[src/rtl/ppm_pkg.sv]
package ppm_pkg;
    typedef enum logic [1:0] {
        CMB_OFF  = 2'd0,
        CMB_AND  = 2'd1,
        CMB_OR   = 2'd2,
        CMB_PRIO = 2'd3
    } combine_e;
endpackage

[src/rtl/ppm_sampler.sv]
module ppm_sampler #(
    parameter int WIDTH = 8
) (
    input  logic             clk,
    input  logic             rst_n,
    input  logic [WIDTH-1:0] pin_in,
    input  logic [WIDTH-1:0] inv_mask,
    input  logic [WIDTH-1:0] catch_en,
    input  logic             flag_clr,
    output logic [WIDTH-1:0] cur_o,
    output logic [WIDTH-1:0] prev_o
);
    typedef struct packed {
        logic [WIDTH-1:0] samp;
        logic [WIDTH-1:0] prev;
    } samp_t;

    samp_t st_d, st_q;
    logic [WIDTH-1:0] held;

    always_comb begin
        st_d      = st_q;
        held      = st_q.samp & catch_en & ~{WIDTH{flag_clr}};
        st_d.samp = (pin_in ^ inv_mask) | held;
        st_d.prev = st_q.samp;
    end

    always_ff @(posedge clk) begin
        if (!rst_n) st_q <= '0;
        else        st_q <= st_d;
    end

    assign cur_o  = st_q.samp;
    assign prev_o = st_q.prev;

    AST_CATCH_HOLD: assert property (@(posedge clk) disable iff (!rst_n)
        !flag_clr |=> ((cur_o & $past(cur_o & catch_en)) == $past(cur_o & catch_en)));
endmodule

[src/rtl/ppm_bit_eval.sv]
module ppm_bit_eval #(
    parameter int WIDTH = 8
) (
    input  logic [WIDTH-1:0] cur,
    input  logic [WIDTH-1:0] prev,
    input  logic [WIDTH-1:0] pat_pol,
    input  logic [WIDTH-1:0] pat_edge,
    input  logic [WIDTH-1:0] pat_mask,
    output logic [WIDTH-1:0] hit_o,
    output logic [WIDTH-1:0] care_o
);
    for (genvar g = 0; g < WIDTH; g++) begin : g_bit
        logic hit_d;
        always_comb begin
            unique case ({pat_mask[g], pat_edge[g]})
                2'b00:   hit_d = 1'b0;
                2'b01:   hit_d = cur[g] ^ prev[g];
                2'b10:   hit_d = ~(cur[g] ^ pat_pol[g]);
                default: hit_d = pat_pol[g] ? (cur[g] & ~prev[g])
                                            : (~cur[g] & prev[g]);
            endcase
        end
        assign hit_o[g]  = hit_d;
        assign care_o[g] = pat_mask[g] | pat_edge[g];
    end
endmodule

[src/rtl/ppm_combine.sv]
module ppm_combine
    import ppm_pkg::*;
#(
    parameter int WIDTH = 8,
    localparam int IDX_W = (WIDTH > 1) ? $clog2(WIDTH) : 1
) (
    input  logic             clk,
    input  logic             rst_n,
    input  logic [1:0]       mode,
    input  logic [WIDTH-1:0] hit,
    input  logic [WIDTH-1:0] care,
    output logic             match_o,
    output logic [IDX_W-1:0] prio_o
);
    logic [WIDTH-1:0] sel;
    logic             all_ok;
    logic             any_ok;
    combine_e         cmode;

    always_comb begin
        cmode  = combine_e'(mode);
        sel    = hit & care;
        all_ok = (care != '0) && ((hit | ~care) == '1);
        any_ok = (sel != '0);
        unique case (cmode)
            CMB_AND:           match_o = all_ok;
            CMB_OR, CMB_PRIO:  match_o = any_ok;
            default:           match_o = 1'b0;
        endcase
        prio_o = '0;
        for (int i = 0; i < WIDTH; i++) begin
            if (sel[i]) prio_o = IDX_W'(i);
        end
    end

    AST_MODE_OFF: assert property (@(posedge clk) disable iff (!rst_n)
        (mode == 2'd0) |-> !match_o);
    AST_NO_CARE: assert property (@(posedge clk) disable iff (!rst_n)
        (care == '0) |-> !match_o);
    AST_PRIO_VALID: assert property (@(posedge clk) disable iff (!rst_n)
        (match_o && mode == 2'd3) |-> (hit[prio_o] && care[prio_o]));
    AST_PRIO_TOP: assert property (@(posedge clk) disable iff (!rst_n)
        (match_o && mode == 2'd3) |-> ((sel >> prio_o) == 1));
endmodule

[src/rtl/port_pattern_matcher.sv]
module port_pattern_matcher
    import ppm_pkg::*;
#(
    parameter int WIDTH = 8,
    localparam int IDX_W = (WIDTH > 1) ? $clog2(WIDTH) : 1
) (
    input  logic             clk,
    input  logic             rst_n,
    input  logic [WIDTH-1:0] pin_in,
    input  logic [WIDTH-1:0] inv_mask,
    input  logic [WIDTH-1:0] catch_en,
    input  logic [WIDTH-1:0] pat_pol,
    input  logic [WIDTH-1:0] pat_edge,
    input  logic [WIDTH-1:0] pat_mask,
    input  logic [1:0]       combine_mode,
    input  logic             latch_en,
    input  logic             match_only,
    input  logic             flag_clr,
    output logic             match_flag,
    output logic [IDX_W-1:0] prio_idx,
    output logic [WIDTH-1:0] data_out,
    output logic             irq_evt
);
    typedef struct packed {
        logic             flag;
        logic [IDX_W-1:0] prio;
        logic [WIDTH-1:0] data;
        logic             irq;
    } top_t;

    top_t st_d, st_q;

    logic [WIDTH-1:0] cur, prev, hit, care;
    logic             match_now;
    logic [IDX_W-1:0] prio_now;
    logic             freeze;

    ppm_sampler #(.WIDTH(WIDTH)) u_sampler (
        .clk(clk), .rst_n(rst_n), .pin_in(pin_in), .inv_mask(inv_mask),
        .catch_en(catch_en), .flag_clr(flag_clr), .cur_o(cur), .prev_o(prev)
    );

    ppm_bit_eval #(.WIDTH(WIDTH)) u_eval (
        .cur(cur), .prev(prev), .pat_pol(pat_pol), .pat_edge(pat_edge),
        .pat_mask(pat_mask), .hit_o(hit), .care_o(care)
    );

    ppm_combine #(.WIDTH(WIDTH)) u_combine (
        .clk(clk), .rst_n(rst_n), .mode(combine_mode), .hit(hit),
        .care(care), .match_o(match_now), .prio_o(prio_now)
    );

    always_comb begin
        st_d      = st_q;
        freeze    = latch_en && st_q.flag && !flag_clr;
        st_d.flag = match_now || (st_q.flag && !flag_clr);
        if (match_now && combine_e'(combine_mode) == CMB_PRIO)
            st_d.prio = prio_now;
        if (!freeze)
            st_d.data = cur;
        st_d.irq  = match_now || (!match_only && (cur != prev));
    end

    always_ff @(posedge clk) begin
        if (!rst_n) st_q <= '0;
        else        st_q <= st_d;
    end

    assign match_flag = st_q.flag;
    assign prio_idx   = st_q.prio;
    assign data_out   = st_q.data;
    assign irq_evt    = st_q.irq;

    AST_FLAG_STICKY: assert property (@(posedge clk) disable iff (!rst_n)
        (match_flag && !flag_clr) |=> match_flag);
    AST_FLAG_SET: assert property (@(posedge clk) disable iff (!rst_n)
        match_now |=> match_flag);
    AST_LATCH_HOLD: assert property (@(posedge clk) disable iff (!rst_n)
        (latch_en && match_flag && !flag_clr) |=> $stable(data_out));
    AST_IRQ_MATCH_ONLY: assert property (@(posedge clk) disable iff (!rst_n)
        (match_only && !match_now) |=> !irq_evt);
    AST_PRIO_STABLE: assert property (@(posedge clk) disable iff (!rst_n)
        !match_now |=> $stable(prio_idx));
endmodule

[config.mk]
export PLATFORM = sky130hd
export DESIGN_NAME = port_pattern_matcher
export DESIGN_NICKNAME = d
export VERILOG_FILES = /design/src/rtl/ppm_pkg.sv /design/src/rtl/ppm_sampler.sv /design/src/rtl/ppm_bit_eval.sv /design/src/rtl/ppm_combine.sv /design/src/rtl/port_pattern_matcher.sv
export SDC_FILE = /design/constraint.sdc
export NUM_CORES = 1
export LEC_CHECK = 0
export ABC_CLOCK_PERIOD_IN_PS = 3800
export BUFFER_PORTS_ARGS = -buffer_cell sky130_fd_sc_hd__buf_2
export CORE_AREA = 2 2 76 78
export DETAILED_ROUTE_END_ITERATION = 16
export DIE_AREA = 0 0 78 80
export PLACE_DENSITY_LB_ADDON = 0.12
export SLEW_MARGIN = 20
export SYNTH_ARGS = -nofsm -noshare
export SYNTH_HDL_FRONTEND = slang
export SYNTH_SLANG_ARGS = --single-unit
export TNS_END_PERCENT = 20
[constraint.sdc]
create_clock -name clk -period 3.8 [get_ports clk]
set_clock_uncertainty 0.05 [all_clocks]
set_input_delay 0.38 -clock clk [delete_from_list [all_inputs] [get_ports clk]]
set_output_delay 0.38 -clock clk [all_outputs]
set_load 0.005 [all_outputs]
==> metrics.txt <==
Core Region=around 5400 µm²; CTS root buf=clkbuf_8; DIE AREA=6240 µm²; largest net degree at the start of global routing=27; FF-to-FF End=prio_idx[1]$_SDFFE_PN0P_; setup_tns=0 ns; I/O pin cnt=approximately 70; hold path start=match_only; WP data arrival=around 2.4 ns; Setup Viol. Count Final=0; CP Launch Type=flip-flop; # nets final=roughly 360; Min-Delay Path Depth=2; final setup slack of the worst path=1.53 ns; Yosys top cell area share=32.0%; setup bufs post-CTS=0; Syn Nets=286; reg2reg start=u_sampler.cur_o[7]$_SDFF_PN0_; PD cells=roughly 380 nW/µm²; vias in the first global route=1513; CTS tree=yes; Initial DRT Pass Iterations=4; WP data required=3.92 ns; Post-Syn Area=about 1800 µm²; Rel. slew slack=47.7%; Top FF cell, synth=dfxtp_1; clock sinks=29; Cells after Synth=215; post-synth cell types=34; share of cells above drive strength 1=between 20% and 30%; total global routing track utilization=between 10% and 20%; routed wire length=roughly 4400 µm; CP Capture Type=flip-flop; HP Class=primary input to flip-flop; number of synthesized flops with an enable pin=0; syn_area_per_cell=between 8 and 9 µm²; clock latency on the worst-skew pair=roughly 0.28 ns; Synth-to-Final Area Change=29.2%; Post-CTS Resized=0; Final Hold Vio Count=0; # Max-Cap Violations=0; first-pass GRT wire length=just over 7000 µm; fin. max-slew vios=0; drt first-iter violations=roughly 50; CP Max Fanout=6; Post-CTS Hold Buffers=0; run status=finished clean; Async SR Flop Fraction=0%; Max clock buf depth=2; starting density of the core=approximately a third; grt total ovfl=0; FF+latch count, synth=29; clk slew on worst S/H paths=roughly 0.070 ns; Die Wd=78 µm; via count=around 1700; # port buffers=67; fin crit period=roughly 2.3 ns; Std-Cell Rows=27; initial antenna violation count=0; RSZ-0062 raised after global routing=false; most common cell in the synthesized netlist=dfxtp_1; VDD IR max=between 0.00015 and 0.0002 V; Remaining DRCs=0; Pleak=0.00110 µW; sequential-to-total area share from yosys stat=a little under a third; reg2reg setup slack=1.53 ns; Die Y=roughly 80 µm; Vias/cell=~4.7; post-route ant nets=0; Hold EP=irq_evt$_SDFF_PN0_; Area contributors post-synth=dfxtp_1, ha_1, mux2i_1, a21oi_1, nor2_1; DP HPWL=3530 µm; Setup CP Type=flip-flop to flip-flop; WL per Instance=12.4 µm; Final period util=approximately 60%; Worst Tran Pin Value=between 0.7 and 0.8 ns; gp weighted congestion=0.765; largest area contributor in the netlist=dfxtp_1; YS warnings=0; Commonest cells post-synth=dfxtp_1, a21oi_1, nor2_1; H-tree lvl count=2; FMAX=440 MHz; Inserted Clock Buffers=5; cells on worst reg2reg path=9; antenna diode count=0; Placement Setup Slack=between 1.5 and 2 ns
[state kept, by name, summed over array words and instances, names as in the netlist]
| signal | count |
|---|---|
| u_sampler.prev_o | 8 |
| u_sampler.cur_o | 8 |
| irq_evt | 1 |
| prio_idx | 3 |
| match_flag | 1 |
| data_out | 8 |
[power by group]
group          internal (µW)  switching [µW]  leakage, µW
logic                   93.0            97.8     0.000804
clock network            213             131    0.0000574
registers                327            19.6     0.000240
[cells in the final DEF (no fill, tap or decap), drive strengths merged, types with 12 or more instances in the layout]
cell type   n
dfxtp      29
mux2i      14
ha         16
buf        67
inv        17
nand3      12
nor2       19
nand2      16
a21oi      22
[how the worst max path moves through the flow]
stage | startpoint | to | slack (ns) | cells past startpoint
after detailed placement | u_sampler.cur_o[7]$_SDFF_PN0_ | prio_idx[1]$_SDFFE_PN0P_ | 1.55 | 9
after CTS | u_sampler.cur_o[7]$_SDFF_PN0_ | prio_idx[1]$_SDFFE_PN0P_ | 1.52 | 9
after global placement | u_sampler.cur_o[7]$_SDFF_PN0_ | prio_idx[1]$_SDFFE_PN0P_ | 1.54 | 9
after global routing | u_sampler.cur_o[3]$_SDFF_PN0_ | irq_evt$_SDFF_PN0_ | 1.31 | 8
after floorplan | u_sampler.cur_o[7]$_SDFF_PN0_ | prio_idx[1]$_SDFFE_PN0P_ | 1.81 | 9
final | u_sampler.cur_o[7]$_SDFF_PN0_ | prio_idx[1]$_SDFFE_PN0P_ | 1.53 | 9
[metal layers]
metal | part of all wire [%] | wire [µm] | track usage [%]
met1 | 48 | 2130 | 19.1
met2 | 45 | 1990 | 23.9
met3 | 5.8 | 258 | 3.96
met4 | 0.99 | 44 | 5.26
met5 | 0 | 0 | 0
[logic make-up (layout without fill, tap and decap cells)]
kind of cell | count (synthesis) | count (layout) | share of synthesized area, %
XOR/XNOR | 16 | 16 | 7.72
AND/OR/NAND/NOR | 80 | 80 | 23.9
adder cells (fa/ha/maj) | 16 | 16 | 11.0
AO/OA/AOI/OAI | 38 | 38 | 13.1
buffers and inverters | 22 | 93 | 4.55
multiplexers | 14 | 14 | 7.72
flip-flops | 29 | 29 | 32.0
[worst max-delay path, cell delays in order, from the launching register on]
cell	delay, ns
dfxtp_1	0.45
inv_1	0.09
ha_1	0.32
nand2b_1	0.16
o211ai_2	0.07
and2_1	0.20
and4bb_4	0.26
a21oi_2	0.29
o211ai_2	0.14
o211a_1	0.13
[stage by stage]
stage | power [µW] | instance area [µm²] | hold WS, ns | utilization (%) | instances
global placement | 546 | 2230 | 0.408 | 41.2 | 350
CTS | 893 | 2350 | 0.261 | 43.4 | 358
finish | 881 | 2350 | 0.274 | 43.4 | 358
global route | 933 | 2350 | 0.299 | 43.4 | 358
detailed placement | 546 | 2230 | 0.407 | 41.2 | 350
floorplan | 466 | 1820 | 0.410 | - | 215
[cell type report]
cell class	count	area [µm²]
clock buffer	6	82.6
clock inverter	2	37.5
fill	576	3060
inverter	18	67.6
multi-input combinational	164	1150
sequential	29	581
tap	72	90.1
timing repair buffer	67	335
No activity file was read; power rests on OpenSTA's default activity.
